<file path="src/rtl/rcc_pkg.sv">
package rcc_pkg;
  localparam int unsigned NCAUSE = 6;

  typedef enum int unsigned {
    CS_PWR  = 0,
    CS_EXT  = 1,
    CS_MCLK = 2,
    CS_SCLK = 3,
    CS_SW   = 4,
    CS_WDT  = 5
  } cause_idx_e;
endpackage

</file>
<file path="src/rtl/rcc_cause_bank.sv">
module rcc_cause_bank #(
  parameter int unsigned N       = rcc_pkg::NCAUSE,
  parameter int unsigned DOM_IDX = rcc_pkg::CS_PWR
) (
  input  logic         clk,
  input  logic         rst_n,
  input  logic [N-1:0] evt_i,
  input  logic         clr_i,
  output logic [N-1:0] bits_o
);
  logic [N-1:0] bits_q;
  logic         dom_hit;

  assign dom_hit = evt_i[DOM_IDX];

  for (genvar i = 0; i < N; i++) begin : g_bit
    logic nxt;
    if (i == DOM_IDX) begin : g_dom
      // dominant source: only a drain read clears it
      always_comb nxt = evt_i[i] | (bits_q[i] & ~clr_i);
    end else begin : g_sub
      // subordinate source: own pulse sets; drain or dominant pulse zeroes
      always_comb nxt = evt_i[i] | (bits_q[i] & ~clr_i & ~dom_hit);
    end

    always_ff @(posedge clk or negedge rst_n) begin
      if (!rst_n) bits_q[i] <= 1'b0;
      else        bits_q[i] <= nxt;
    end
  end

  assign bits_o = bits_q;
endmodule

</file>
<file path="src/rtl/rcc_bus_port.sv">
module rcc_bus_port #(
  parameter int unsigned N          = rcc_pkg::NCAUSE,
  parameter int unsigned ADDR_W     = 2,
  parameter int unsigned DATA_W     = 8,
  parameter int unsigned PLAIN_ADDR = 0,
  parameter int unsigned CLEAR_ADDR = 1
) (
  input  logic              clk,
  input  logic              rst_n,
  input  logic              req_valid,
  output logic              req_ready,
  input  logic [ADDR_W-1:0] req_addr,
  output logic              rsp_valid,
  input  logic              rsp_ready,
  output logic [DATA_W-1:0] rsp_data,
  input  logic [N-1:0]      bits_i,
  output logic              clr_o
);
  localparam logic [ADDR_W-1:0] A_PLAIN = ADDR_W'(PLAIN_ADDR);
  localparam logic [ADDR_W-1:0] A_CLEAR = ADDR_W'(CLEAR_ADDR);

  logic              accept;
  logic              hit;
  logic [DATA_W-1:0] widened;
  logic [DATA_W-1:0] rd_word;
  logic              vld_q;
  logic [DATA_W-1:0] dat_q;

  assign req_ready = ~vld_q | rsp_ready;
  assign accept    = req_valid & req_ready;
  assign hit       = (req_addr == A_PLAIN) | (req_addr == A_CLEAR);
  assign clr_o     = accept & (req_addr == A_CLEAR);

  always_comb begin
    widened         = '0;
    widened[N-1:0]  = bits_i;
    rd_word         = hit ? widened : '0;
  end

  always_ff @(posedge clk or negedge rst_n) begin
    if (!rst_n) begin
      vld_q <= 1'b0;
      dat_q <= '0;
    end else if (accept) begin
      vld_q <= 1'b1;
      dat_q <= rd_word;
    end else if (rsp_ready) begin
      vld_q <= 1'b0;
    end
  end

  assign rsp_valid = vld_q;
  assign rsp_data  = dat_q;
endmodule

</file>
<file path="src/rtl/rcc_top.sv">
module rcc_top #(
  parameter int unsigned ADDR_W     = 2,
  parameter int unsigned DATA_W     = 8,
  parameter int unsigned PLAIN_ADDR = 0,
  parameter int unsigned CLEAR_ADDR = 1
) (
  input  logic              clk,
  input  logic              rst_n,
  input  logic              pwr_evt,
  input  logic              ext_evt,
  input  logic              mclk_evt,
  input  logic              sclk_evt,
  input  logic              sw_evt,
  input  logic              wdt_evt,
  input  logic              req_valid,
  output logic              req_ready,
  input  logic [ADDR_W-1:0] req_addr,
  output logic              rsp_valid,
  input  logic              rsp_ready,
  output logic [DATA_W-1:0] rsp_data,
  output logic [5:0]        cause_o
);
  import rcc_pkg::*;

  logic [NCAUSE-1:0] evt_vec;
  logic [NCAUSE-1:0] bits;
  logic              clr;

  always_comb begin
    evt_vec          = '0;
    evt_vec[CS_PWR]  = pwr_evt;
    evt_vec[CS_EXT]  = ext_evt;
    evt_vec[CS_MCLK] = mclk_evt;
    evt_vec[CS_SCLK] = sclk_evt;
    evt_vec[CS_SW]   = sw_evt;
    evt_vec[CS_WDT]  = wdt_evt;
  end

  rcc_cause_bank #(.N(NCAUSE), .DOM_IDX(CS_PWR)) u_bank (
    .clk    (clk),
    .rst_n  (rst_n),
    .evt_i  (evt_vec),
    .clr_i  (clr),
    .bits_o (bits)
  );

  rcc_bus_port #(
    .N(NCAUSE), .ADDR_W(ADDR_W), .DATA_W(DATA_W),
    .PLAIN_ADDR(PLAIN_ADDR), .CLEAR_ADDR(CLEAR_ADDR)
  ) u_port (
    .clk       (clk),
    .rst_n     (rst_n),
    .req_valid (req_valid),
    .req_ready (req_ready),
    .req_addr  (req_addr),
    .rsp_valid (rsp_valid),
    .rsp_ready (rsp_ready),
    .rsp_data  (rsp_data),
    .bits_i    (bits),
    .clr_o     (clr)
  );

  assign cause_o = bits;
endmodule

</file>
<file path="config.mk">
export PLATFORM = sky130hd
export DESIGN_NAME = rcc_top
export DESIGN_NICKNAME = d
export VERILOG_FILES = /design/src/rtl/rcc_pkg.sv /design/src/rtl/rcc_cause_bank.sv /design/src/rtl/rcc_bus_port.sv /design/src/rtl/rcc_top.sv
export SDC_FILE = /design/constraint.sdc
export NUM_CORES = 1
export LEC_CHECK = 0
export BUFFER_PORTS_ARGS = -buffer_cell sky130_fd_sc_hd__buf_4
export CORE_AREA = 2 2 43 45
export CTS_CLUSTER_SIZE = 30
export DETAILED_ROUTE_END_ITERATION = 16
export DIE_AREA = 0 0 45 47
export PLACE_DENSITY = 0.67
export SYNTH_ARGS = -nofsm -noshare
export SYNTH_HDL_FRONTEND = slang
export SYNTH_HIERARCHICAL = 1
export SYNTH_SLANG_ARGS = --single-unit
</file>
<file path="constraint.sdc">
create_clock -name clk -period 3.3 [get_ports clk]
set_input_delay 0.165 -clock clk [delete_from_list [all_inputs] [get_ports clk]]
set_output_delay 0.165 -clock clk [all_outputs]
set_load 0.005 [all_outputs]
</file>
[Yosys cells after proc, flatten, opt, wreduce, memory -nomap -nowiden]
Index checks and enable logic that the tools add are counted.
Widths: inputs -> output; s select.
Cells by class
  reduce and logical (&&, ||, !) cells: 2
  mux-type cells: 3
  bitwise operators: 24
  $mul: 0
  eq/ne operators: 1
  divide/modulo/power cells: 0
  order comparisons: 0
  shift-type cells: 0
  $add $sub $neg: 0
Operators by type and width (number)
  $and 1x1->1: 13
  $or 1x1->1: 8
  $mux 6: 1
  $not 1->1: 3
  $eq 2x1->1 const B: 1
  $logic_not 2->1: 1
  $mux 1: 2
  $reduce_bool 2->1: 1
Storage, ports and cells
  bits in latches: 0
  word-level logic and storage cells: 38
  memory bits (writable): 0
  bits in registers: 15
  memories kept: 0
  bits of input ports: 12
  ROM bits: 0

[Longest topological paths before layout]
Gate-level depths: netlist of the first run.
  word-level depth: 8
  mapped depth: 5
  gate-level depth less buffers: 5

[Modules after synthesis]
The synthesis of the first run kept the hierarchy.
By module, submodules not included
  rcc_bus_port: area an instance 367.9 µm², instances 1, cells each 26, seq. area each 175.2 µm²
  rcc_cause_bank: area an instance 205.2 µm², instances 1, cells each 14, seq. area each 150.1 µm²

[Worst setup path after synthesis of the first run]
Ideal clock, no wire load.
  path kind: reg-to-reg
  from: reg u_port.vld_q (netlist: u_port/rsp_valid)
  to: reg u_bank.bits_q[1] (netlist: u_bank/bits_o[1])
  stages on the path, launching flop included: 6
  setup time: 0.118 ns
  setup slack: 2.030 ns
  arrival time: 1.152 ns
  cell sequence: dfrtp_1 > nand2b_4 > nand2_4 > nor3b_1 > nor2_2 > a21o_1
On the way
  longest elaborated chain between the ends: 8
Ends and longest elaborated chain
  start, declared: RTL line rcc_bus_port.sv:26  | logic vld_q;
  start signal, assigned: RTL line rcc_bus_port.sv:42  | vld_q <= 1'b0;
  start signal, assigned: RTL line rcc_bus_port.sv:45  | vld_q <= 1'b1;
  start signal, assigned: RTL line rcc_bus_port.sv:48  | vld_q <= 1'b0;
  $not 1->1: RTL line rcc_bus_port.sv:29  | assign req_ready = ~vld_q | rsp_ready;
  $or 1x1->1: RTL line rcc_bus_port.sv:29
  via req_ready: RTL line rcc_top.sv:16  | output logic req_ready,
  $and 1x1->1: RTL line rcc_bus_port.sv:30  | assign accept = req_valid & req_ready;
  $and 1x1->1: RTL line rcc_bus_port.sv:32  | assign clr_o = accept & (req_addr == A_CLEAR);
  via clr: RTL line rcc_top.sv:27  | logic clr;
  $not 1->1: RTL line rcc_cause_bank.sv:23  | always_comb nxt = evt_i[i] | (bits_q[i] & ~clr_i & ~dom_hit);
  $and 1x1->1 (2 in a row): RTL line rcc_cause_bank.sv:23
  $or 1x1->1: RTL line rcc_cause_bank.sv:23
  via u_bank.g_bit[1].nxt: RTL line rcc_cause_bank.sv:17  | logic nxt;
  end signal, assigned by index: RTL line rcc_cause_bank.sv:28  | else bits_q[i] <= nxt;
  end, declared: RTL line rcc_cause_bank.sv:11  | logic [N-1:0] bits_q;
The timed path passes the listed nets, and every way through them passes these cells.
A chain may end at the register's enable or synchronous reset.

[Worst setup path after layout of the first run]
  from: reg u_port.vld_q (netlist: u_port/rsp_valid)
  to: reg u_bank.bits_q[1] (netlist: u_bank/bits_o[1])
On the way
  longest elaborated chain between the ends: 8
Ends and longest elaborated chain (RTL line)
  $not 1->1: rcc_bus_port.sv:29
  $or 1x1->1: rcc_bus_port.sv:29
  $and 1x1->1: rcc_bus_port.sv:30
  $and 1x1->1: rcc_bus_port.sv:32
  via clr: rcc_top.sv:27
  $not 1->1: rcc_cause_bank.sv:23
  $and 1x1->1 (2 in a row): rcc_cause_bank.sv:23
  $or 1x1->1: rcc_cause_bank.sv:23
  via u_bank.g_bit[1].nxt: rcc_cause_bank.sv:17
The timed path passes the listed nets, and every way through them passes these cells.

==> results of run 1 <==
==> stage by stage <==
step,instances,worst slack [ns],area [um^2]
floorplan,41,2.03,577
global placement,81,2.00,771
detailed placement,81,1.96,771
CTS,86,1.94,807
global route,86,1.86,807
finish,86,1.97,807
==> synth_stat cells <==
library cell   n
inv_1          1
nor2_2         1
a21o_1         6
dfrtp_1       13
buf_4          2
nand2b_4       1
nor3b_1        1
nand2b_1       1
conb_1         1
mux2_4         6
and2b_1        6
nand2_4        1
==> worst paths after layout <==
kind	cells after the start	start	end
max in group asynchronous	2	rst_n	u_bank/bits_o[4]
min in group asynchronous	2	rst_n	u_port/rsp_data[3]
min	2	wdt_evt	u_bank/bits_o[5]
min reg2reg	1	u_bank/bits_o[4]	u_bank/bits_o[4]
max reg2reg	5	u_port/rsp_valid	u_bank/bits_o[1]
max	5	u_port/rsp_valid	u_bank/bits_o[1]
==> flip-flops by register name (all words and copies together), names as in the netlist <==
| signal | flops |
|---|---|
| u_bank/bits_o | 6 |
| u_port/rsp_data | 6 |
| u_port/rsp_valid | 1 |
==> cells in the final DEF, fill, tap and decap left out <==
master         instances
a21o_1                 6
and2b_1                6
buf_4                 25
clkbuf_1               1
clkbuf_4               3
conb_1                 2
dfrtp_1               13
dlygate4sd3_1          1
inv_1                  1
mux2_4                 6
nand2_4                1
nand2b_1               1
nand2b_4               1
nor2_2                 1
nor3b_1                1
==> critical path, cell delays in order (launching register included) <==
cell	delay, ns
dfrtp_1	0.41
nand2b_4	0.10
nand2_4	0.10
nor3b_1	0.31
nor2_2	0.12
a21o_1	0.19
==> metal layers <==
metal | vias up | share of wire (%)
met4 | 0 | 0.89
li1 | 188 | -
met1 | 183 | 35
met2 | 16 | 55
met5 | - | 0
met3 | 2 | 8.8
==> cells by family (layout without fill, tap and decap cells) <==
family | Yosys count | after routing | synth area share, %
other cells | 1 | 2 | 0.654
buf+inv | 3 | 31 | 3.27
flops | 13 | 13 | 56.8
compound gates | 6 | 6 | 7.86
mux | 6 | 6 | 15.7
simple gates | 11 | 11 | 15.7
==> power by group through the flow <==
| stage | Clock [W] | Combinational (W) | Sequential (W) |
|---|---|---|---|
| floorplan | 0 | 0.0000358 | 0.000191 |
| global placement | 0 | 0.0000797 | 0.000191 |
| detailed placement | 0 | 0.0000809 | 0.000191 |
| CTS | 0.000100 | 0.0000821 | 0.000188 |
| global route | 0.000105 | 0.0000884 | 0.000190 |
| finish | 0.0000954 | 0.0000803 | 0.000187 |
==> layout make-up <==
class | instances | area [um^2] | share of cell area, %
Clock buffer | 4 | 26.3 | 3.26
Tap cell | 17 | 21.3 | 2.64
Sequential cell | 13 | 325 | 40.3
Inverter | 1 | 3.75 | 0.465
Timing Repair Buffer | 26 | 198 | 24.5
Multi-Input combinational cell | 25 | 233 | 28.8
==> report_table.html, run 1 <==
<table>
<tr><th>Metric</th><th>Value</th></tr>
<tr><th colspan="2">Place</th></tr>
<tr><td>IO buf count</td><td>25</td></tr>
<tr><td>RD Place Congestion</td><td>roughly 0.66</td></tr>
<tr><th colspan="2">Clocking</th></tr>
<tr><td>CTS tree</td><td>yes</td></tr>
<tr><td>Post-CTS Hold Buffers</td><td>1</td></tr>
<tr><td>Maximum level of the CTS H-tree</td><td>1</td></tr>
<tr><td>Inserted Clock Buffers</td><td>3</td></tr>
<tr><td>Worst-skew pair later-pin latency</td><td>0.27 ns</td></tr>
<tr><td>Library cell used as clock root buffer</td><td>clkbuf_4</td></tr>
<tr><td>Number of resized instances in the post-cts repair step</td><td>0</td></tr>
<tr><td>Post-CTS setup repair buffer count</td><td>0</td></tr>
<tr><td>Number of sinks handled by clock tree synthesis</td><td>13</td></tr>
<tr><td>Maximum buffer depth of the clock tree</td><td>2</td></tr>
<tr><td>Register clock-pin slew on the reported worst setup and hold paths</td><td>approximately 0.080 ns</td></tr>
<tr><th colspan="2">Routing</th></tr>
<tr><td>Detailed-route DRC error count</td><td>0</td></tr>
<tr><td>Count of antenna-violating nets left after detailed routing</td><td>0</td></tr>
<tr><td>Routed wirelength normalized by instance count</td><td>between 10 and 15 um</td></tr>
<tr><td>Vias per Instance</td><td>roughly 4.5</td></tr>
<tr><td>Initial detailed-routing violation count</td><td>0</td></tr>
<tr><td>Pre-antenna DRT Iters</td><td>1</td></tr>
<tr><td>Total wire length after detailed routing</td><td>~1000 um</td></tr>
<tr><td>Vias</td><td>slightly below 400</td></tr>
<tr><th colspan="2">Power and ir drop</th></tr>
<tr><td>Total chip power</td><td>between 0.0003 and 0.0004 W</td></tr>
<tr><td>Fraction of power spent switching nets</td><td>23.2%</td></tr>
<tr><td>Sequential cell fraction of total power</td><td>51.6%</td></tr>
<tr><td>Maximum resistive drop on vdd</td><td>155 uV</td></tr>
<tr><td>Total power per unit cell area</td><td>between 400 and 500 nW/um^2</td></tr>
<tr><td>Internal power</td><td>~0.00028 W</td></tr>
<tr><td>Net Sw Power</td><td>about 0.000084 W</td></tr>
<tr><td>Reported leakage power</td><td>0.429 nW</td></tr>
<tr><td>Combinational power share</td><td>~22%</td></tr>
<tr><td>Share of power burned in the clock network</td><td>26.3%</td></tr>
<tr><th colspan="2">Die</th></tr>
<tr><td>Height of the chip</td><td>between 40 and 50 um</td></tr>
<tr><td>Core Footprint</td><td>about 1700 um^2</td></tr>
<tr><td>Area of the die</td><td>2120 um^2</td></tr>
<tr><td>Initial core utilization</td><td>around a third</td></tr>
<tr><td>Chip Width</td><td>45 um</td></tr>
<tr><td>Count of boundary I/O pins</td><td>28</td></tr>
<tr><td>Number of placement rows</td><td>15</td></tr>
<tr><th colspan="2">Global route</th></tr>
<tr><td>First-pass GRT wire length</td><td>around 1600 um</td></tr>
<tr><td>Met2 Resource Use GR</td><td>19.7%</td></tr>
<tr><td>Total global-route track usage</td><td>between 10% and 20%</td></tr>
<tr><td>Vias in the first global route</td><td>just under 400</td></tr>
<tr><td>Global-route met3 utilization</td><td>2.69%</td></tr>
<tr><td>Grt met1 use</td><td>11.2%</td></tr>
<tr><td>Layer with the highest usage</td><td>met2</td></tr>
<tr><td>Pin count of the biggest net entering global routing</td><td>14</td></tr>
<tr><td>Congestion Overflow GR</td><td>0</td></tr>
<tr><td>Antenna violations before repair</td><td>0</td></tr>
<tr><th colspan="2">Synthesis</th></tr>
<tr><td>Cell types with the largest area share after synthesis</td><td>dfrtp_1 (57%), mux2_4 (16%), a21o_1 (7.9%)</td></tr>
<tr><td>Cell taking the most area after synthesis</td><td>dfrtp_1</td></tr>
<tr><td>Yosys top cell area share</td><td>a little under three fifths</td></tr>
<tr><td>FF+latch count, synth</td><td>13</td></tr>
<tr><td>Mapped Avg Cell Area</td><td>between 10 and 15 um^2</td></tr>
<tr><td>Post-synthesis instance total</td><td>40</td></tr>
<tr><td>Yosys warning count</td><td>6</td></tr>
<tr><td>Proportion of synthesized chip area in sequential cells</td><td>between 50% and 60%</td></tr>
<tr><td>Unique cell type count in the Yosys netlist</td><td>12</td></tr>
<tr><td>Cell area after technology mapping</td><td>~570 um^2</td></tr>
<tr><th colspan="2">Worst hold path</th></tr>
<tr><td>Hold WC Path Type</td><td>in2reg</td></tr>
<tr><th colspan="2">Timing</th></tr>
<tr><td>Final-report setup violation count</td><td>0</td></tr>
<tr><td>Min Tclk post-route</td><td>1.33 ns</td></tr>
<tr><td>Setup TNS</td><td>0 ns</td></tr>
<tr><td>Number of max-slew violations in the final report</td><td>0</td></tr>
<tr><td>Worst hold slack after final layout</td><td>0.0673 ns</td></tr>
<tr><td>Setup repair after global routing missed its margin</td><td>false</td></tr>
<tr><td>Max Fclk</td><td>around 0.75 GHz</td></tr>
<tr><td>Number of endpoints with negative hold slack in the final report</td><td>0</td></tr>
<tr><td>Final period utilization</td><td>about two fifths</td></tr>
<tr><td>Skew final</td><td>0.00354 ns</td></tr>
<tr><th colspan="2">Cells and area</th></tr>
<tr><td>Fraction of the core area covered by cells at the end of the flow</td><td>48.9%</td></tr>
<tr><td>Nets@finish</td><td>82</td></tr>
<tr><td>Fill cell count</td><td>around 160</td></tr>
<tr><td>Antenna diode count</td><td>0</td></tr>
<tr><td>Post-synthesis to final-layout area growth</td><td>40.8%</td></tr>
<tr><td>Fraction of final layout cells sized beyond drive strength 1</td><td>a little over half</td></tr>
<tr><th colspan="2">Setup path</th></tr>
<tr><td>Data arrival time of the critical path</td><td>between 1 and 1.5 ns</td></tr>
<tr><td>WP data required</td><td>3.46 ns</td></tr>
<tr><td>Highest net fanout along the worst path</td><td>7</td></tr>
<tr><td>R2R Setup Slk</td><td>just under 2 ns</td></tr>
<tr><td>Startpoint types</td><td>flop</td></tr>
<tr><td>Critical path class</td><td>reg2reg</td></tr>
<tr><td>CP endpoint kind</td><td>flop</td></tr>
<tr><th colspan="2">Outcome</th></tr>
<tr><td>Status</td><td>completed</td></tr>
<tr><th colspan="2">Flow run</th></tr>
<tr><td>MaxCap Viol Count</td><td>0</td></tr>
</table>
Note: power is estimated with default switching activity, not from simulation.
==> inputs of run 2 (changes only) <==
--- a/config.mk
+++ b/config.mk
@@ -5,12 +5,13 @@
 export SDC_FILE = /design/constraint.sdc
 export NUM_CORES = 1
 export LEC_CHECK = 0
+export ABC_AREA = 1
 export BUFFER_PORTS_ARGS = -buffer_cell sky130_fd_sc_hd__buf_4
-export CORE_AREA = 2 2 43 45
+export CORE_AREA = 2 2 44 46
 export CTS_CLUSTER_SIZE = 30
 export DETAILED_ROUTE_END_ITERATION = 16
-export DIE_AREA = 0 0 45 47
-export PLACE_DENSITY = 0.67
+export DIE_AREA = 0 0 46 48
+export PLACE_DENSITY = 0.66
 export SYNTH_ARGS = -nofsm -noshare
 export SYNTH_HDL_FRONTEND = slang
 export SYNTH_HIERARCHICAL = 1
==> constraint.sdc (replaced) <==
create_clock -name clk -period 1.3 [get_ports clk]
set_input_delay 0.065 -clock clk [delete_from_list [all_inputs] [get_ports clk]]
set_output_delay 0.065 -clock clk [all_outputs]
set_load 0.005 [all_outputs]
==> run 2 against run 1 <==
Compared with the run above: global-route usage increased by 1.4 points; combinational power grew to 2.6 times the previous value; power rose to 2.5 times the previous value; die area is 4.4% higher.
==> report_table.html, run 2 <==
<table>
<tr><th>Metric</th><th>Value</th></tr>
<tr><th colspan="2">Cells and area</th></tr>
<tr><td>Antenna diode count</td><td>0 (unchanged)</td></tr>
<tr><td>Nets@finish</td><td>117 (was 82)</td></tr>
<tr><td>Post-synthesis to final-layout area growth</td><td>46.2% (was 40.8%)</td></tr>
<tr><td>Non-filler instance count after layout</td><td>121 (was 86)</td></tr>
<tr><td>Most frequent standard cell in the layout excluding fill and tap cells</td><td>buf_4 (unchanged)</td></tr>
<tr><td>Highest-count cells in the layout ignoring fill and taps</td><td>buf_4 (25), nand2_1 (23), inv_1 (13), dfrtp_1 (13), nor2_1 (7) (was buf_4 (25), dfrtp_1 (13), a21o_1 (6), and2b_1 (6), mux2_4 (6))</td></tr>
<tr><td>Fraction of final layout cells sized beyond drive strength 1</td><td>30.8% (was 53.6%)</td></tr>
<tr><td>Fill cell count</td><td>159 (was 162)</td></tr>
<tr><td>Multi-input combinational cell area</td><td>205 um^2 (was 233 um^2)</td></tr>
<tr><td>Register cell area after layout</td><td>325 um^2 (unchanged)</td></tr>
<tr><th colspan="2">Timing</th></tr>
<tr><td>Number of max-slew violations in the final report</td><td>0 (unchanged)</td></tr>
<tr><td>Number of endpoints with negative hold slack in the final report</td><td>0 (unchanged)</td></tr>
<tr><td>Max Fclk</td><td>0.903 GHz (was 0.751 GHz)</td></tr>
<tr><td>Skew final</td><td>0.00589 ns (was 0.00354 ns)</td></tr>
<tr><td>Min Tclk post-route</td><td>1.11 ns (was 1.33 ns)</td></tr>
<tr><td>Setup TNS</td><td>0 ns (unchanged)</td></tr>
<tr><td>Final period utilization</td><td>85.2% (was 40.3%)</td></tr>
<tr><td>Final-report setup violation count</td><td>0 (unchanged)</td></tr>
<tr><td>Setup repair after global routing missed its margin</td><td>false (unchanged)</td></tr>
<tr><th colspan="2">Synthesis</th></tr>
<tr><td>Unique cell type count in the Yosys netlist</td><td>12 (unchanged)</td></tr>
<tr><td>EDFF count, synth</td><td>0 (unchanged)</td></tr>
<tr><td>FF+latch count, synth</td><td>13 (unchanged)</td></tr>
<tr><td>Cell area after technology mapping</td><td>598 um^2 (was 573 um^2)</td></tr>
<tr><td>Yosys warning count</td><td>6 (unchanged)</td></tr>
<tr><td>Yosys top cell area share</td><td>54.4% (was 56.8%)</td></tr>
<tr><td>Top cells by instance count after synthesis</td><td>nand2_1 (23), dfrtp_1 (13), inv_1 (13), nor2_1 (7), nand3_1 (6) (was dfrtp_1 (13), a21o_1 (6), and2b_1 (6), mux2_4 (6), buf_4 (2))</td></tr>
<tr><td>Cell types with the largest area share after synthesis</td><td>dfrtp_1 (54%), nand2_1 (14%), inv_1 (8.2%) (was dfrtp_1 (57%), mux2_4 (16%), a21o_1 (7.9%))</td></tr>
<tr><td>Cell with the most instances after synthesis</td><td>nand2_1 (was dfrtp_1)</td></tr>
<tr><td>Cell taking the most area after synthesis</td><td>dfrtp_1 (unchanged)</td></tr>
<tr><td>Post-synthesis instance total</td><td>71 (was 40)</td></tr>
<tr><td>Mapped Avg Cell Area</td><td>8.42 um^2 (was 14.3 um^2)</td></tr>
<tr><td>Async set-or-reset flop fraction in the synthesized netlist</td><td>100% (unchanged)</td></tr>
<tr><td>Proportion of synthesized chip area in sequential cells</td><td>54.4% (was 56.8%)</td></tr>
<tr><td>Most frequently used flop master after synthesis</td><td>dfrtp_1 (unchanged)</td></tr>
<tr><th colspan="2">Global route</th></tr>
<tr><td>Antenna violations before repair</td><td>0 (unchanged)</td></tr>
<tr><td>Pin count of the biggest net entering global routing</td><td>14 (unchanged)</td></tr>
<tr><td>Congestion Overflow GR</td><td>0 (unchanged)</td></tr>
<tr><td>First-pass GRT wire length</td><td>1890 um (was 1640 um)</td></tr>
<tr><td>Total global-route track usage</td><td>12.5% (was 11.1%)</td></tr>
<tr><td>Vias in the first global route</td><td>487 (was 391)</td></tr>
<tr><th colspan="2">Die</th></tr>
<tr><td>Chip Width</td><td>46 um (was 45 um)</td></tr>
<tr><td>Height of the chip</td><td>48 um (was 47 um)</td></tr>
<tr><td>Initial core utilization</td><td>35.4% (was 34.7%)</td></tr>
<tr><td>Core Footprint</td><td>1690 um^2 (was 1650 um^2)</td></tr>
<tr><td>Number of placement rows</td><td>15 (unchanged)</td></tr>
<tr><td>Count of boundary I/O pins</td><td>28 (unchanged)</td></tr>
<tr><td>Area of the die</td><td>2210 um^2 (was 2120 um^2)</td></tr>
<tr><th colspan="2">Place</th></tr>
<tr><td>RD Place Congestion</td><td>0.699 (was 0.664)</td></tr>
<tr><td>Inst Count DP</td><td>111 (was 81)</td></tr>
<tr><td>IO buf count</td><td>25 (unchanged)</td></tr>
<tr><td>Estimated wirelength of the detail-placed design</td><td>905 um</td></tr>
<tr><th colspan="2">Clocking</th></tr>
<tr><td>Number of resized instances in the post-cts repair step</td><td>0 (unchanged)</td></tr>
<tr><td>Register clock-pin slew on the reported worst setup and hold paths</td><td>0.08 ns (about the same)</td></tr>
<tr><td>Inserted Clock Buffers</td><td>3 (unchanged)</td></tr>
<tr><td>Maximum level of the CTS H-tree</td><td>1 (unchanged)</td></tr>
<tr><td>CTS tree</td><td>yes (unchanged)</td></tr>
<tr><td>Number of sinks handled by clock tree synthesis</td><td>13 (unchanged)</td></tr>
<tr><td>Worst-skew pair later-pin latency</td><td>0.27 ns (about the same)</td></tr>
<tr><td>Maximum buffer depth of the clock tree</td><td>2 (unchanged)</td></tr>
<tr><td>Library cell used as clock root buffer</td><td>clkbuf_4 (unchanged)</td></tr>
<tr><th colspan="2">Routing</th></tr>
<tr><td>Detailed-route DRC error count</td><td>0 (unchanged)</td></tr>
<tr><td>Vias per Instance</td><td>4.29 (was 4.52)</td></tr>
<tr><td>Count of antenna-violating nets left after detailed routing</td><td>0 (unchanged)</td></tr>
<tr><td>Initial detailed-routing violation count</td><td>16 (was 0)</td></tr>
<tr><td>Total wire length after detailed routing</td><td>1170 um (was 1010 um)</td></tr>
<tr><td>Pre-antenna DRT Iters</td><td>5 (was 1)</td></tr>
<tr><td>Vias</td><td>519 (was 389)</td></tr>
<tr><td>Routed wirelength normalized by instance count</td><td>9.69 um (was 11.7 um)</td></tr>
<tr><th colspan="2">Setup path</th></tr>
<tr><td>Worst r2r dst</td><td>u_bank/bits_o[4] (was u_bank/bits_o[1])</td></tr>
<tr><td>R2R Setup Slk</td><td>0.19 ns (was 1.97 ns)</td></tr>
<tr><td>Data arrival time of the critical path</td><td>1.27 ns (was 1.49 ns)</td></tr>
<tr><td>Highest net fanout along the worst path</td><td>10 (was 7)</td></tr>
<tr><td>WP data required</td><td>1.46 ns (was 3.46 ns)</td></tr>
<tr><td>Startpoint types</td><td>flop (unchanged)</td></tr>
<tr><td>Critical R2R Launch</td><td>u_port/rsp_valid (unchanged)</td></tr>
<tr><td>CP endpoint kind</td><td>flop (unchanged)</td></tr>
<tr><td>Crit path from</td><td>u_port/rsp_valid (unchanged)</td></tr>
<tr><td>Number of cells on the worst reg-to-reg path</td><td>6 (was 5)</td></tr>
<tr><td>Critical path class</td><td>reg2reg (unchanged)</td></tr>
<tr><th colspan="2">Power and ir drop</th></tr>
<tr><td>Reported leakage power</td><td>0.521 nW (was 0.429 nW)</td></tr>
<tr><td>Maximum resistive drop on vdd</td><td>469 uV (was 155 uV)</td></tr>
<tr><td>Total power per unit cell area</td><td>1050 nW/um^2 (was 450 nW/um^2)</td></tr>
<tr><th colspan="2">Worst hold path</th></tr>
<tr><td>Hold path depth</td><td>2 (unchanged)</td></tr>
<tr><td>Hold WC Path Type</td><td>in2reg (unchanged)</td></tr>
<tr><td>End point of the worst hold path</td><td>u_bank/bits_o[0] (was u_bank/bits_o[5])</td></tr>
<tr><td>Hold path startpoint</td><td>pwr_evt (was wdt_evt)</td></tr>
<tr><th colspan="2">Flow run</th></tr>
<tr><td>MaxCap Viol Count</td><td>0 (unchanged)</td></tr>
<tr><th colspan="2">Outcome</th></tr>
<tr><td>Status</td><td>completed (unchanged)</td></tr>
</table>
## run 2: cell families after synthesis
kind of cell | Yosys count | share of synthesized area [%]
buffers and inverters | 16 | 11.9
other | 1 | 0.627
AOI/OAI and AO/OA | 1 | 1.26
and+or+nand+nor | 40 | 31.8
DFF | 13 | 54.4
## run 2: power by group
group	total (W)	switching, W	internal [W]
clock network	0.000240	0.000121	0.000119
registers	0.000473	0.0000278	0.000446
logic	0.000206	0.0000908	0.000115
total	0.000919	0.000240	0.000679
## run 2: worst max-delay path by stage
stage,cells past startpoint,to
2_1_floorplan,6,u_bank/bits_o[1]
3_3_place_gp,6,u_bank/bits_o[4]
3_5_place_dp,6,u_bank/bits_o[4]
4_1_cts,6,u_bank/bits_o[4]
5_1_grt,6,u_bank/bits_o[4]
6_report,6,u_bank/bits_o[4]
## run 2: routing by layer
| metal | up-vias | share of wire [%] | wire length (um) | global-route usage, % |
|---|---|---|---|---|
| li1 | 271 | - | - | - |
| met2 | 30 | 48 | 568 | 21.4 |
| met1 | 216 | 41 | 480 | 13.5 |
| met3 | 2 | 8.8 | 103 | 3.40 |
| met4 | 0 | 1.6 | 19 | 8.57 |
| met5 | - | 0 | 0 | 0 |
## run 2: final cells by class
cell class | instances | share of cell area (%)
timing repair buffer | 31 | 28.3
tap | 17 | 2.43
multi-input combinational | 43 | 23.5
inverter | 13 | 5.58
sequential | 13 | 37.2
clock buffer | 4 | 3.00
## run 2: per-stage QoR
stage	util, %	hold slack, ns	setup slack (ns)	area (um^2)	total power, W
after global routing	51.8	0.0107	0.100	875	0.000982
after CTS	51.8	0.00615	0.170	875	0.000937
after floorplan	-	-0.231	0.262	602	0.000564
final	51.8	0.0107	0.193	875	0.000919
after detailed placement	46.7	-0.0826	0.194	788	0.000676
after global placement	46.7	-0.0846	0.228	788	0.000671
## run 2: what timing repair did
action                    CTS  global route
buffers inserted            0             0
hold buffers                6             0
hold endpoints to repair   18             0
## run 2: critical path, stage by stage (launching register included)
cell and delay (ns):
dfrtp_1 0.42, nand2_4 0.16, nand3_2 0.07, nor2_1 0.15, nor2_2 0.09, nand2_1 0.07, nand2_1 0.04
==> inputs of run 3 (changes only) <==
--- a/config.mk
+++ b/config.mk
@@ -7,11 +7,13 @@
 export LEC_CHECK = 0
 export ABC_AREA = 1
 export BUFFER_PORTS_ARGS = -buffer_cell sky130_fd_sc_hd__buf_4
-export CORE_AREA = 2 2 44 46
+export CELL_PAD_IN_SITES_DETAIL_PLACEMENT = 0
+export CELL_PAD_IN_SITES_GLOBAL_PLACEMENT = 2
+export CORE_AREA = 2 2 54 56
 export CTS_CLUSTER_SIZE = 30
 export DETAILED_ROUTE_END_ITERATION = 16
-export DIE_AREA = 0 0 46 48
-export PLACE_DENSITY = 0.66
+export DIE_AREA = 0 0 56 58
+export PLACE_DENSITY = 0.77
 export SYNTH_ARGS = -nofsm -noshare
 export SYNTH_HDL_FRONTEND = slang
 export SYNTH_HIERARCHICAL = 1
==> run 3 against run 2 <==
Compared with the run above: final area up 4.0%; non-clock buffer count increased by 2; critical path type is now reg2out; critical endpoint is now req_ready; largest cell class unchanged; sequential power hardly changed.
==> report_table.html, run 3 (synthesis gave the netlist of run 2 again) <==
<table>
<tr><th>Metric</th><th>Value</th></tr>
<tr><th colspan="2">Outcome</th></tr>
<tr><td>Status</td><td>completed (unchanged)</td></tr>
<tr><th colspan="2">Setup path</th></tr>
<tr><td>R2R Setup Slk</td><td>0.28 ns (was 0.19 ns)</td></tr>
<tr><td>Highest net fanout along the worst path</td><td>9 (was 10)</td></tr>
<tr><td>Crit path from</td><td>u_port/rsp_valid (unchanged)</td></tr>
<tr><td>Critical path class</td><td>reg2out (was reg2reg)</td></tr>
<tr><td>Worst r2r dst</td><td>u_bank/bits_o[2] (was u_bank/bits_o[4])</td></tr>
<tr><td>Critical R2R Launch</td><td>u_port/rsp_valid (unchanged)</td></tr>
<tr><td>Number of cells on the worst reg-to-reg path</td><td>6 (unchanged)</td></tr>
<tr><td>WP data required</td><td>1.24 ns (was 1.46 ns)</td></tr>
<tr><td>CP endpoint kind</td><td>output pin (was flop)</td></tr>
<tr><td>Startpoint types</td><td>flop (unchanged)</td></tr>
<tr><td>Data arrival time of the critical path</td><td>1.08 ns (was 1.27 ns)</td></tr>
<tr><th colspan="2">Timing</th></tr>
<tr><td>Number of endpoints with negative hold slack in the final report</td><td>0 (unchanged)</td></tr>
<tr><td>Skew final</td><td>0.00485 ns (was 0.00589 ns)</td></tr>
<tr><td>Final-report setup violation count</td><td>0 (unchanged)</td></tr>
<tr><td>Setup repair after global routing missed its margin</td><td>false (unchanged)</td></tr>
<tr><td>Max Fclk</td><td>0.874 GHz (was 0.903 GHz)</td></tr>
<tr><td>Min Tclk post-route</td><td>1.14 ns (was 1.11 ns)</td></tr>
<tr><td>Final period utilization</td><td>88.0% (was 85.2%)</td></tr>
<tr><td>Setup TNS</td><td>0 ns (unchanged)</td></tr>
<tr><td>Number of max-slew violations in the final report</td><td>0 (unchanged)</td></tr>
<tr><th colspan="2">Die</th></tr>
<tr><td>Height of the chip</td><td>58 um (was 48 um)</td></tr>
<tr><td>Core Footprint</td><td>2660 um^2 (was 1690 um^2)</td></tr>
<tr><td>Number of placement rows</td><td>19 (was 15)</td></tr>
<tr><td>Chip Width</td><td>56 um (was 46 um)</td></tr>
<tr><td>Initial core utilization</td><td>22.5% (was 35.4%)</td></tr>
<tr><td>Count of boundary I/O pins</td><td>28 (unchanged)</td></tr>
<tr><td>Area of the die</td><td>3250 um^2 (was 2210 um^2)</td></tr>
<tr><th colspan="2">Cells and area</th></tr>
<tr><td>Most frequent standard cell in the layout excluding fill and tap cells</td><td>buf_4 (unchanged)</td></tr>
<tr><td>Fraction of the core area covered by cells at the end of the flow</td><td>34.2% (was 51.8%)</td></tr>
<tr><td>Post-synthesis to final-layout area growth</td><td>52.1% (was 46.2%)</td></tr>
<tr><td>Post-route standard cell area excluding fillers</td><td>910 um^2 (was 875 um^2)</td></tr>
<tr><td>Fraction of final layout cells sized beyond drive strength 1</td><td>31.1% (was 30.8%)</td></tr>
<tr><td>Antenna diode count</td><td>0 (unchanged)</td></tr>
<tr><td>Non-filler instance count after layout</td><td>137 (was 121)</td></tr>
<tr><td>Nets@finish</td><td>119 (was 117)</td></tr>
<tr><td>Multi-input combinational cell area</td><td>205 um^2 (unchanged)</td></tr>
<tr><td>Register cell area after layout</td><td>325 um^2 (unchanged)</td></tr>
<tr><td>Fill cell count</td><td>293 (was 159)</td></tr>
<tr><td>Highest-count cells in the layout ignoring fill and taps</td><td>buf_4 (26), nand2_1 (23), inv_1 (13), dfrtp_1 (13) (was buf_4 (25), nand2_1 (23), inv_1 (13), dfrtp_1 (13), nor2_1 (7))</td></tr>
<tr><th colspan="2">Global route</th></tr>
<tr><td>Antenna violations before repair</td><td>0 (unchanged)</td></tr>
<tr><td>First-pass GRT wire length</td><td>2090 um (was 1890 um)</td></tr>
<tr><td>Congestion Overflow GR</td><td>0 (unchanged)</td></tr>
<tr><td>Total global-route track usage</td><td>8.40% (was 12.5%)</td></tr>
<tr><td>Vias in the first global route</td><td>498 (was 487)</td></tr>
<tr><td>Pin count of the biggest net entering global routing</td><td>14 (unchanged)</td></tr>
<tr><th colspan="2">Routing</th></tr>
<tr><td>Top routing layer in use</td><td>met3 (was met4)</td></tr>
<tr><td>Total wire length after detailed routing</td><td>1270 um (was 1170 um)</td></tr>
<tr><td>Vias</td><td>518 (was 519)</td></tr>
<tr><td>Met3 routed wirelength</td><td>109 um (was 103 um)</td></tr>
<tr><td>Count of antenna-violating nets left after detailed routing</td><td>0 (unchanged)</td></tr>
<tr><td>Pre-antenna DRT Iters</td><td>2 (was 5)</td></tr>
<tr><td>Wire length on met2</td><td>538 um (was 568 um)</td></tr>
<tr><td>Vias per Instance</td><td>3.78 (was 4.29)</td></tr>
<tr><td>Initial detailed-routing violation count</td><td>3 (was 16)</td></tr>
<tr><td>Detailed-route DRC error count</td><td>0 (unchanged)</td></tr>
<tr><td>Wire length the detailed router placed on met1</td><td>622 um (was 480 um)</td></tr>
<tr><td>Routed wirelength normalized by instance count</td><td>9.27 um (was 9.69 um)</td></tr>
<tr><th colspan="2">Clocking</th></tr>
<tr><td>Number of sinks handled by clock tree synthesis</td><td>13 (unchanged)</td></tr>
<tr><td>CTS tree</td><td>yes (unchanged)</td></tr>
<tr><td>Post-CTS Hold Buffers</td><td>7 (was 6)</td></tr>
<tr><td>Maximum level of the CTS H-tree</td><td>1 (unchanged)</td></tr>
<tr><td>Inserted Clock Buffers</td><td>3 (unchanged)</td></tr>
<tr><td>Post-CTS setup repair buffer count</td><td>0 (unchanged)</td></tr>
<tr><td>Worst-skew pair later-pin latency</td><td>0.27 ns (about the same)</td></tr>
<tr><td>Register clock-pin slew on the reported worst setup and hold paths</td><td>0.09 ns (was 0.08 ns)</td></tr>
<tr><td>Number of resized instances in the post-cts repair step</td><td>0 (unchanged)</td></tr>
<tr><td>Maximum buffer depth of the clock tree</td><td>2 (unchanged)</td></tr>
<tr><td>Library cell used as clock root buffer</td><td>clkbuf_4 (unchanged)</td></tr>
<tr><th colspan="2">Worst hold path</th></tr>
<tr><td>Hold path startpoint</td><td>req_addr[1] (was pwr_evt)</td></tr>
<tr><td>Hold path depth</td><td>4 (was 2)</td></tr>
<tr><td>End point of the worst hold path</td><td>u_port/rsp_data[0] (was u_bank/bits_o[0])</td></tr>
<tr><td>Hold WC Path Type</td><td>in2reg (unchanged)</td></tr>
<tr><th colspan="2">Power and ir drop</th></tr>
<tr><td>Share of power burned in the clock network</td><td>27.0% (was 26.1%)</td></tr>
<tr><td>Total chip power</td><td>0.000938 W (was 0.000919 W)</td></tr>
<tr><td>Maximum resistive drop on vdd</td><td>482 uV (was 469 uV)</td></tr>
<tr><td>Combinational power share</td><td>22.6% (was 22.4%)</td></tr>
<tr><td>Net Sw Power</td><td>0.000254 W (was 0.000240 W)</td></tr>
<tr><td>Internal power</td><td>0.000684 W (was 0.000679 W)</td></tr>
<tr><td>Fraction of power spent switching nets</td><td>27.1% (was 26.1%)</td></tr>
<tr><td>Total power per unit cell area</td><td>1030 nW/um^2 (was 1050 nW/um^2)</td></tr>
<tr><td>Reported leakage power</td><td>0.529 nW (was 0.521 nW)</td></tr>
<tr><td>Sequential cell fraction of total power</td><td>50.4% (was 51.5%)</td></tr>
<tr><th colspan="2">Place</th></tr>
<tr><td>IO buf count</td><td>25 (unchanged)</td></tr>
<tr><td>RD Place Congestion</td><td>0.679 (was 0.699)</td></tr>
<tr><td>Inst Count DP</td><td>126 (was 111)</td></tr>
<tr><td>Placed inst area</td><td>813 um^2 (was 788 um^2)</td></tr>
<tr><th colspan="2">Flow run</th></tr>
<tr><td>MaxCap Viol Count</td><td>0 (unchanged)</td></tr>
</table>
-- run 3: layout make-up --
cell class	instances	share of cell area, %
Clock buffer	4	2.89
Inverter	13	5.36
Multi-Input combinational cell	43	22.6
Sequential cell	13	35.8
Tap cell	31	4.26
Timing Repair Buffer	33	29.2
-- run 3: worst max path at each step --
stage | to | cells after the start
finish | req_ready | 3
global route | req_ready | 3
CTS | req_ready | 3
detailed placement | u_bank/bits_o[2] | 6
global placement | u_bank/bits_o[1] | 6
floorplan | u_bank/bits_o[1] | 6
-- run 3: power by group through the flow --
stage	Clock (W)	Sequential, W	Combinational (W)
2_1_floorplan	0	0.000482	0.0000811
3_3_place_gp	0	0.000481	0.000200
3_5_place_dp	0	0.000482	0.000200
4_1_cts	0.000264	0.000474	0.000217
5_1_grt	0.000286	0.000479	0.000238
6_report	0.000253	0.000473	0.000212
-- run 3: per-stage QoR --
stage / hold slack [ns] / worst slack [ns]
final: 0.0917 / 0.156
after CTS: 0.0895 / 0.143
after floorplan: -0.231 / 0.262
after global routing: 0.106 / 0.0919
after global placement: -0.0796 / 0.320
after detailed placement: -0.0758 / 0.294
-- run 3: critical path: stages, from the launching register on --
cell and delay (ns):
dfrtp_1 0.41, nand2_4 0.08, buf_4 0.18, buf_4 0.13
-- run 3: per-layer routing --
metal / vias up / global-route usage, %
met4: 0 / 4.08
li1: 279 / -
met2: 20 / 12.9
met3: 0 / 3.57
met5: - / 0
met1: 219 / 10.1
